==> src/rtl/vdma_pkg.sv <==
package vdma_pkg;
  localparam int AW       = 16;
  localparam int DW       = 8;
  localparam int LENF_W   = 7;
  localparam int BLK_LOG2 = 4;
  localparam int CNT_W    = LENF_W + BLK_LOG2 + 1;
  localparam int RA_W     = 3;

  localparam logic [AW-1:0] DST_MASK = 16'h1FF0;
  localparam logic [AW-1:0] DST_BASE = 16'h8000;
  localparam logic [DW-1:0] STAT_DONE = '1;

  localparam logic [RA_W-1:0] RA_SRC_HI = 3'd0;
  localparam logic [RA_W-1:0] RA_SRC_LO = 3'd1;
  localparam logic [RA_W-1:0] RA_DST_HI = 3'd2;
  localparam logic [RA_W-1:0] RA_DST_LO = 3'd3;
  localparam logic [RA_W-1:0] RA_CTRL   = 3'd4;

  typedef enum logic [1:0] {S_IDLE, S_READ, S_WRITE} vdma_state_e;

  function automatic logic [AW-1:0] form_dst(input logic [AW-1:0] raw);
    return (raw & DST_MASK) + DST_BASE;
  endfunction

  function automatic logic [AW-1:0] align_src(input logic [AW-1:0] raw);
    return {raw[AW-1:BLK_LOG2], {BLK_LOG2{1'b0}}};
  endfunction

  function automatic logic [CNT_W-1:0] len_bytes(input logic [LENF_W-1:0] f);
    return (CNT_W'(f) + CNT_W'(1)) << BLK_LOG2;
  endfunction
endpackage

==> src/rtl/vdma_regs.sv <==
module vdma_regs
  import vdma_pkg::*;
(
  input  logic            clk,
  input  logic            rst_n,
  input  logic            we,
  input  logic [RA_W-1:0] addr,
  input  logic [DW-1:0]   wdata,
  input  logic            busy,
  input  logic            done,
  output logic [AW-1:0]   src_raw,
  output logic [AW-1:0]   dst_raw,
  output logic [DW-1:0]   rdata,
  output logic            start,
  output logic [LENF_W-1:0] len_field
);
  logic [DW-1:0] src_hi_q, src_lo_q, dst_hi_q, dst_lo_q, stat_q;
  logic ctrl_wr;

  assign ctrl_wr   = we && (addr == RA_CTRL);
  assign start     = ctrl_wr && !busy;
  assign len_field = wdata[LENF_W-1:0];
  assign src_raw   = {src_hi_q, src_lo_q};
  assign dst_raw   = {dst_hi_q, dst_lo_q};

  always_ff @(posedge clk) begin
    if (!rst_n) begin
      src_hi_q <= '0;
      src_lo_q <= '0;
      dst_hi_q <= '0;
      dst_lo_q <= '0;
      stat_q   <= '0;
    end else begin
      if (we) begin
        case (addr)
          RA_SRC_HI: src_hi_q <= wdata;
          RA_SRC_LO: src_lo_q <= wdata;
          RA_DST_HI: dst_hi_q <= wdata;
          RA_DST_LO: dst_lo_q <= wdata;
          default:   ;
        endcase
      end
      if (start)     stat_q <= wdata;
      else if (done) stat_q <= STAT_DONE;
    end
  end

  always_comb begin
    case (addr)
      RA_SRC_HI: rdata = src_hi_q;
      RA_SRC_LO: rdata = src_lo_q;
      RA_DST_HI: rdata = dst_hi_q;
      RA_DST_LO: rdata = dst_lo_q;
      RA_CTRL:   rdata = stat_q;
      default:   rdata = '0;
    endcase
  end

  // a control write while busy leaves the status alone unless completion lands
  a_r6_busy_write_ignored: assert property (@(posedge clk) disable iff (!rst_n)
    (busy && ctrl_wr && !done) |=> $stable(stat_q));
  // completion leaves the all-ones status
  a_r7_done_status: assert property (@(posedge clk) disable iff (!rst_n)
    done |=> (stat_q == STAT_DONE));
endmodule

==> src/rtl/vdma_seq.sv <==
module vdma_seq
  import vdma_pkg::*;
(
  input  logic             clk,
  input  logic             rst_n,
  input  logic             start,
  input  logic [AW-1:0]    src_base,
  input  logic [AW-1:0]    dst_base,
  input  logic [CNT_W-1:0] nbytes,
  input  logic             mem_gnt,
  input  logic [DW-1:0]    mem_rdata,
  output logic             mem_req,
  output logic             mem_we,
  output logic [AW-1:0]    mem_addr,
  output logic [DW-1:0]    mem_wdata,
  output logic             busy,
  output logic             done
);
  vdma_state_e      state_q;
  logic [AW-1:0]    src_q, dst_q;
  logic [CNT_W-1:0] idx_q, last_q;
  logic [DW-1:0]    byte_q;
  logic             last_hit;
  logic             rd_fire;

  assign last_hit  = (idx_q == last_q);
  assign mem_req   = (state_q != S_IDLE);
  assign mem_we    = (state_q == S_WRITE);
  assign mem_addr  = mem_we ? (dst_q + AW'(idx_q)) : (src_q + AW'(idx_q));
  assign mem_wdata = byte_q;
  assign busy      = mem_req;
  assign done      = (state_q == S_WRITE) && mem_gnt && last_hit;
  assign rd_fire   = (state_q == S_READ) && mem_gnt;

  always_ff @(posedge clk) begin
    if (!rst_n) begin
      state_q <= S_IDLE;
      src_q   <= '0;
      dst_q   <= '0;
      idx_q   <= '0;
      last_q  <= '0;
      byte_q  <= '0;
    end else begin
      case (state_q)
        S_IDLE: if (start) begin
          src_q   <= src_base;
          dst_q   <= dst_base;
          last_q  <= nbytes - CNT_W'(1);
          idx_q   <= '0;
          state_q <= S_READ;
        end
        S_READ: if (mem_gnt) begin
          byte_q  <= mem_rdata;
          state_q <= S_WRITE;
        end
        S_WRITE: if (mem_gnt) begin
          if (last_hit) state_q <= S_IDLE;
          else begin
            idx_q   <= idx_q + CNT_W'(1);
            state_q <= S_READ;
          end
        end
        default: state_q <= S_IDLE;
      endcase
    end
  end

  // a granted read is followed by a write of that very byte
  a_r4_read_then_write: assert property (@(posedge clk) disable iff (!rst_n)
    rd_fire |=> (mem_req && mem_we && mem_wdata == $past(mem_rdata)));
  // an ungranted access holds its address and direction
  a_r10_hold_until_grant: assert property (@(posedge clk) disable iff (!rst_n)
    (mem_req && !mem_gnt) |=> (mem_req && $stable(mem_addr) && $stable(mem_we)));
  // busy drops right after the final write
  a_r5_busy_drops: assert property (@(posedge clk) disable iff (!rst_n)
    done |=> !busy);
  // a start out of idle raises busy
  a_r5_start_busy: assert property (@(posedge clk) disable iff (!rst_n)
    (start && !busy) |=> (busy && !mem_we));
endmodule

==> src/rtl/vram_copy_dma.sv <==
module vram_copy_dma
  import vdma_pkg::*;
(
  input  logic            clk,
  input  logic            rst_n,
  input  logic            reg_we,
  input  logic [2:0]      reg_addr,
  input  logic [7:0]      reg_wdata,
  output logic [7:0]      reg_rdata,
  output logic            mem_req,
  output logic            mem_we,
  output logic [15:0]     mem_addr,
  output logic [7:0]      mem_wdata,
  input  logic [7:0]      mem_rdata,
  input  logic            mem_gnt,
  output logic            busy,
  output logic            done
);
  logic [AW-1:0]     src_raw, dst_raw;
  logic              start;
  logic [LENF_W-1:0] len_field;

  vdma_regs u_regs (
    .clk       (clk),
    .rst_n     (rst_n),
    .we        (reg_we),
    .addr      (reg_addr),
    .wdata     (reg_wdata),
    .busy      (busy),
    .done      (done),
    .src_raw   (src_raw),
    .dst_raw   (dst_raw),
    .rdata     (reg_rdata),
    .start     (start),
    .len_field (len_field)
  );

  vdma_seq u_seq (
    .clk       (clk),
    .rst_n     (rst_n),
    .start     (start),
    .src_base  (align_src(src_raw)),
    .dst_base  (form_dst(dst_raw)),
    .nbytes    (len_bytes(len_field)),
    .mem_gnt   (mem_gnt),
    .mem_rdata (mem_rdata),
    .mem_req   (mem_req),
    .mem_we    (mem_we),
    .mem_addr  (mem_addr),
    .mem_wdata (mem_wdata),
    .busy      (busy),
    .done      (done)
  );

  // done is a single-cycle pulse
  a_r7_done_pulse: assert property (@(posedge clk) disable iff (!rst_n)
    done |=> !done);
endmodule

==> config.mk <==
export PLATFORM = sky130hd
export DESIGN_NAME = vram_copy_dma
export DESIGN_NICKNAME = d
export VERILOG_FILES = /design/src/rtl/vdma_pkg.sv /design/src/rtl/vdma_regs.sv /design/src/rtl/vdma_seq.sv /design/src/rtl/vram_copy_dma.sv
export SDC_FILE = /design/constraint.sdc
export NUM_CORES = 1
export LEC_CHECK = 0
export ABC_AREA = 0
export BUFFER_PORTS_ARGS = -buffer_cell sky130_fd_sc_hd__buf_2
export CAP_MARGIN = 15
export CELL_PAD_IN_SITES_DETAIL_PLACEMENT = 1
export CELL_PAD_IN_SITES_GLOBAL_PLACEMENT = 1
export CORE_MARGIN = 2
export CORE_UTILIZATION = 40
export CTS_BUF_LIST = sky130_fd_sc_hd__clkbuf_2 sky130_fd_sc_hd__clkbuf_4 sky130_fd_sc_hd__clkbuf_8
export DETAILED_ROUTE_END_ITERATION = 8
export MAX_ROUTING_LAYER = met4
export PLACE_DENSITY = 0.8
export SLEW_MARGIN = 20
export SYNTH_ARGS = -nofsm -noshare
export SYNTH_HDL_FRONTEND = slang
export SYNTH_HIERARCHICAL = 1
export SYNTH_SLANG_ARGS = --single-unit
==> constraint.sdc <==
create_clock -name clk -period 3.45 [get_ports clk]
set_clock_uncertainty 0.2 [all_clocks]
set_input_delay 0.345 -clock clk [delete_from_list [all_inputs] [get_ports clk]]
set_output_delay 0.345 -clock clk [all_outputs]
set_load 0.01 [all_outputs]
==> impl_metrics.tcl, run 1 <==
set metrics [dict create \
    synth-edff-count 0 \
    r2r_cells 10 \
    placed_area_um2 6390 \
    period_share_pct 97.0 \
    yosys-top-cells-count "nand2_1, dfxtp_1, a21oi_1, nor2_1, mux2i_1" \
    vias_per_cell 5.56 \
    numPortBuffers 58 \
    synth_top_area_share_pct 35.5 \
    peakVddDrop_v 0.000190 \
    cts.sinks 106 \
    postSynthAreaPerCell_um2 8.24 \
    max_stage_delay_ns 0.38 \
    synth_top_area_cell "dfxtp_1" \
    tns_ns 0 \
    arrival_ns 2.80 \
    synthCells 725 \
    worstMarginPinSlew_ns 1.04 \
    overflow 0 \
    path_cells "nand2b_4, buf_12, nand2_1, nand2_2, ha_4, fa_2, a21o_1, a31o_2, a21o_1, a21oi_2, xnor2_1, buf_2" \
    hold_path.class "in2reg" \
    core_area_um2 14500 \
    die-width_um 126 \
    antenna_found_initial 0 \
    n_antenna_cell 0 \
    placed_cells 944 \
    drt_iter0_drc 301 \
    syn_to_final_growth_pct 14.2 \
    die_area_um2 15900 \
    drive_gt1_share_pct 20.3 \
    setup_violations 0 \
    whs_ns 0.0298 \
    crit_top_cell "a21o_1" \
    powerDensity_nw_per_um2 327 \
    grt_max_degree 63 \
    cts_root_buffer "clkbuf_8" \
    worstHoldPathCells 3 \
    fillers 1774 \
    wl_per_cell_um 18.3 \
    drv_cap 0 \
    critPathBufInv 2 \
    yosysWarnings 6 \
    instances_no_fill 974 \
    layout.nets 825 \
    final_max_slew_viol_count 0 \
    fp.dieH_um 126 \
    grt.total_usage_pct 23.0 \
    r2r_slack_ns 0.43 \
    rr_startpoint "u_seq/state_q[0]$_SDFFE_PN0P_" \
    cts_tree "built" \
    r2r-end "u_seq/idx_q[5]$_SDFFE_PN0P_" \
    rows 44 \
    path_delay_family "compound AO/OA/AOI/OAI gates" \
    insertion_delay_ns 0.39 \
    status "finished clean" \
    synth_cell_types 71 \
    power.total_uw 2230 \
    hold_end "u_seq/mem_wdata[6]$_SDFFE_PN0P_" \
    synth_top_flop_cell "dfxtp_1" \
    wl_um 17800 \
    post-dp-hpwl_um 12700 \
    drc 0 \
    grt_first_pass_wirelength_um 29000 \
    ys_seq_area_share_pct 35.5 \
    drtAntennaViolNets 0 \
    rsz0062_at_grt "true" \
    via_count 5417 \
    critPathLaunch "u_seq/state_q[0]$_SDFFE_PN0P_" \
    min_from "mem_rdata[6]" \
    fmax_ghz 0.299 \
    place_congestion 0.903 \
    synth_area_um2 5970 \
    htree_levels 3 \
    boundaryPins 59 \
    cp-start-kind "flop" \
    cp-end-kind "primary output" \
    drt_first_pass_iters 4 \
    grt_pass1_vias 5578 \
    report.final.hold_viol_count 0 \
    start_util_pct 41.1 \
    critPathRequiredTime_ns 2.90 \
    max_slew_margin_pct 30.4 \
    clockBufferDepth 2 \
    crit_type "reg2out" \
    ys_async_sr_fraction_pct 0 \
    yosysMostFrequentCell "nand2_1" \
    p_leak_uw 0.00272 \
    path_max_fanout 18 \
    ys_ff_latch 106 \
    numCtsBuffers 9 \
    cp_slowest_cell "dfxtp_4" \
    min_period_ns 3.35 \
    finish.instance_area_um2 6820 \
    synth_area_leaders "dfxtp_1, nand2_1, mux2i_1" \
    cts.reportedPaths.clkPinSlew_ns 0.12 \
]
[where the power goes]
part / switching (uW) / internal (uW)
clock: 478 / 278
combinational: 135 / 83.1
sequential: 15.9 / 1240
[per-layer routing]
layer	routed length (um)	up-vias	track usage (%)
met5	0	-	-
met4	426	0	7.11
met3	515	30	3.19
met2	8560	111	38.0
met1	8290	2641	29.3
li1	-	2635	-
[final cells by class]
cell class / count / area (um^2) / area share (%)
Multi-Input combinational cell: 570 / 3690 / 54.1
Sequential cell: 106 / 2130 / 31.2
Timing Repair Buffer: 88 / 546 / 8.00
Inverter: 10 / 41.3 / 0.605
Tap cell: 184 / 230 / 3.37
Clock inverter: 7 / 61.3 / 0.899
Clock buffer: 9 / 124 / 1.82
[layout by cell type (no fill, tap or decap), types with 10 or more instances in the layout]
master / netlist / layout
buf_4: 9 / 22
nand2_1: 154 / 152
o21ai_0: 12 / 11
nand3_1: 16 / 16
xnor2_1: 22 / 22
nor2b_1: 19 / 19
ha_1: 16 / 10
mux2i_1: 29 / 29
xor2_1: 11 / 11
nor2_1: 31 / 31
a21boi_0: 17 / 17
a22oi_1: 14 / 14
a211oi_1: 11 / 11
nand3b_1: 14 / 14
nand4_1: 10 / 10
dfxtp_1: 106 / 104
buf_2: 11 / 58
conb_1: 2 / 23
a21oi_1: 53 / 48
a21oi_2: 5 / 10
[logic make-up (layout without fill, tap and decap cells)]
family	count (synthesis)	in the layout	share of synthesized area, %
muxes	38	38	6.56
DFF	106	106	35.5
xor gates and xnor gates	33	33	4.84
AOI/OAI and AO/OA	160	160	18.4
and+or+nand+nor	299	299	24.8
adders and majority gates	17	17	3.69
other	2	23	0.126
buffers and inverters	70	114	5.97
[worst register-to-register path: cells and delay by family, from the launching register on]
kind	cells	cell delay (ns)
buffers and inverters	2	0.27
flip-flops	1	0.38
AND/OR/NAND/NOR	5	1.53
AO/OA/AOI/OAI	3	0.54
[state kept, by name, summed over array words and instances (netlist names)]
signal,count
u_seq/src_q,16
u_regs/src_lo_q,8
u_regs/dst_lo_q,8
u_seq/idx_q,12
u_seq/last_q,12
u_seq/state_q,2
u_regs/src_hi_q,8
u_seq/dst_q,16
u_regs/stat_q,8
u_seq/mem_wdata,8
u_regs/dst_hi_q,8
[worst max-delay path by stage]
| stage | endpoint | slack (ns) | cells after the start |
|---|---|---|---|
| after floorplan | mem_addr[13] | 0.07 | 14 |
| after global placement | mem_addr[11] | 0.38 | 12 |
| after detailed placement | mem_addr[13] | 0.12 | 12 |
| after CTS | mem_addr[12] | 0.002 | 12 |
| after global routing | mem_addr[8] | -0.04 | 12 |
| final | mem_addr[8] | 0.10 | 12 |
[what timing repair did]
| action | in CTS | in global routing |
|---|---|---|
| gates resized for setup | 13 | 17 |
| endpoints found under the setup margin | 9 | 9 |
| endpoints found under the hold margin | 7 | 0 |
| hold buffers | 7 | 0 |
| buffers inserted | 2 | 5 |
| pin swaps | 2 | 8 |
[through the flow]
stage / utilization [%] / setup WS, ns
after global placement: 44.0 / 0.383
after global routing: 46.9 / -0.0443
final: 46.9 / 0.103
after detailed placement: 44.0 / 0.115
after CTS: 46.2 / 0.00220
after floorplan: - / 0.0738
No activity file was read; power rests on OpenSTA's default activity.
==> run 2, diff against run 1 <==
- ABC_AREA: 0 -> 1
- PLACE_DENSITY: 0.8 -> 0.83
- SLEW_MARGIN: 20 -> default
==> impl_metrics.tcl, run 2 <==
set metrics [dict create \
    setup_violations 0 \
    fillers 2181 \
    grt_max_degree 98 \
    grt_pass1_vias 6323 \
    synthCells 999 \
    postSynthAreaPerCell_um2 6.45 \
    die-width_um 131 \
    grt_first_pass_wirelength_um 32100 \
    drtAntennaViolNets 0 \
    boundaryPins 59 \
    drt_iter0_drc 346 \
    synth_top_area_share_pct 33.0 \
    insertion_delay_ns 0.40 \
    max_stage_delay_ns 0.38 \
    whs_ns 0.0265 \
    rsz0062_at_grt "true" \
    arrival_ns 2.70 \
    synth_area_um2 6440 \
    cp_slowest_cell "dfxtp_4" \
    synth_cell_types 40 \
    synth_area_leaders "dfxtp_1, nand2_1, nor2_1" \
    layout.nets 1082 \
    min_period_ns 3.24 \
    synth_top_area_cell "dfxtp_1" \
    cp-start-kind "flop" \
    numCtsBuffers 9 \
    tns_ns 0 \
    yosys-top-cells-count "nand2_1, nor2_1, dfxtp_1, inv_1, nand3_1" \
    critPathBufInv 4 \
    final_cell_mix "nand2_1, nor2_1, dfxtp_1" \
    postCtsSetupRepairBufs 0 \
    ys_async_sr_fraction_pct 0 \
    cts_tree "built" \
    antenna_found_initial 0 \
    drt_first_pass_iters 4 \
    crit_type "reg2out" \
    syn_to_final_growth_pct 9.72 \
    overflow 0 \
    status "finished clean" \
    period_share_pct 93.9 \
    fp.dieH_um 131 \
    path_cells "inv_2, nand2_8, inv_2, buf_6, nand2_1, nand2_1, ha_1, nand2_1, nor2_1, nor2_1, nand2_1, a21oi_1, xnor2_1, buf_2" \
    critPathRequiredTime_ns 2.90 \
    yosysMostFrequentCell "nand2_1" \
    grt.total_usage_pct 24.5 \
    clockBufferDepth 2 \
    htree_levels 3 \
    core_area_um2 15800 \
    register_area_um2 2130 \
    crit_top_cell "nand2_1" \
    peakVddDrop_v 0.000224 \
    max_slew_margin_pct 37.3 \
    multi_input_area_um2 3680 \
    wl_um 19600 \
    cts.reportedPaths.clkPinSlew_ns 0.11 \
    report.final.hold_viol_count 0 \
    ys_seq_area_share_pct 33.0 \
    yosysWarnings 6 \
    worstMarginPinSlew_ns 0.941 \
    finish.instance_area_um2 7060 \
    powerDensity_nw_per_um2 352 \
    drive_gt1_share_pct 11.5 \
    numPortBuffers 58 \
    largestRegisters "u_seq/dst_q (16), u_seq/src_q (16)" \
    cts.sinks 106 \
    rows 46 \
    synth-edff-count 0 \
    drc 0 \
    via_count 6383 \
    hold_path.class "in2reg" \
    place_congestion 0.833 \
    final_max_slew_viol_count 0 \
    fmax_ghz 0.309 \
    die_area_um2 17100 \
    wl_per_cell_um 15.5 \
    drv_cap 0 \
    cts_root_buffer "clkbuf_8" \
    ys_ff_latch 106 \
    cp-end-kind "primary output" \
    path_delay_family "simple AND/OR/NAND/NOR gates" \
    start_util_pct 40.7 \
    p_leak_uw 0.00332 \
    placed_area_um2 6800 \
    synth_top_flop_cell "dfxtp_1" \
    n_antenna_cell 0 \
    vias_per_cell 5.05 \
    path_max_fanout 24 \
    post-dp-hpwl_um 14200 \
    layout_commonest_cell "nand2_1" \
]
## run 2: changes by cell type after synthesis, moves of 17 or more
cell      previous run  this run
mux2i_1             29         1
nor2_1              31       172
nand3_1             16        91
inv_1                8       101
a21oi_1             53        36
nand2_1            154       252
o21ai_0             12        61
a21boi_0            17         0
nor2b_1             19         0
## run 2: cell families after synthesis
logic type,share of synthesized area (%)
simple gates,39.0
buf+inv,11.4
compound gates,10.8
flops,33.0
fa+ha+maj,3.42
xor+xnor,2.18
other cells,0.117
mux,0.155
## run 2: tightest hold or removal path, cell delays in order
cell and delay [ns]:
buf_2 0.07, o21ai_0 0.07, a21oi_1 0.10
## run 2: through the flow
step	total power [uW]	cells	setup WS [ns]	utilization, %
floorplan	1570	1016	0.685	-
global placement	1650	1247	0.474	43.0
detailed placement	1660	1247	0.358	43.0
CTS	2510	1263	0.000905	44.4
global route	2600	1263	0.00223	44.6
finish	2490	1263	0.209	44.6
## run 2: timing repair
item,4_1_cts,5_1_grt
endpoints found under the setup margin,5,9
resized for setup,1,12
endpoints found under the hold margin,0,0
hold buffers,0,0
## run 2: layout make-up
cell class	count	share of cell area [%]
Clock inverter	6	1.13
Timing Repair Buffer	64	4.80
Inverter	110	6.02
Clock buffer	10	1.95
Tap cell	216	3.83
Sequential cell	106	30.1
Multi-Input combinational cell	751	52.2
## run 2: path summary, 6_finish.rpt
check | from | cells after the start | to | slack [ns]
max | u_seq/state_q[0]$_SDFFE_PN0P_ | 14 | mem_addr[11] | 0.21
min | mem_rdata[0] | 3 | u_seq/mem_wdata[0]$_SDFFE_PN0P_ | 0.03
max reg2reg | u_seq/idx_q[9]$_SDFFE_PN0P_ | 12 | u_regs/stat_q[5]$_SDFFE_PN0P_ | 1.07
min reg2reg | u_seq/mem_wdata[0]$_SDFFE_PN0P_ | 2 | u_seq/mem_wdata[0]$_SDFFE_PN0P_ | 0.25
## run 2: layer usage
layer	routed length (um)	GRT usage (%)	share of wire [%]
met3	817	3.91	4.2
met4	357	7.51	1.8
met5	0	-	0
met2	9020	38.3	46
met1	9410	32.7	48
## run 2: report_power, final
part / total [uW] / internal, uW / switching, uW / leakage, uW
sequential: 1300 / 1260 / 33.9 / 0.000861
clock: 848 / 370 / 479 / 0.000107
combinational: 342 / 109 / 233 / 0.00235
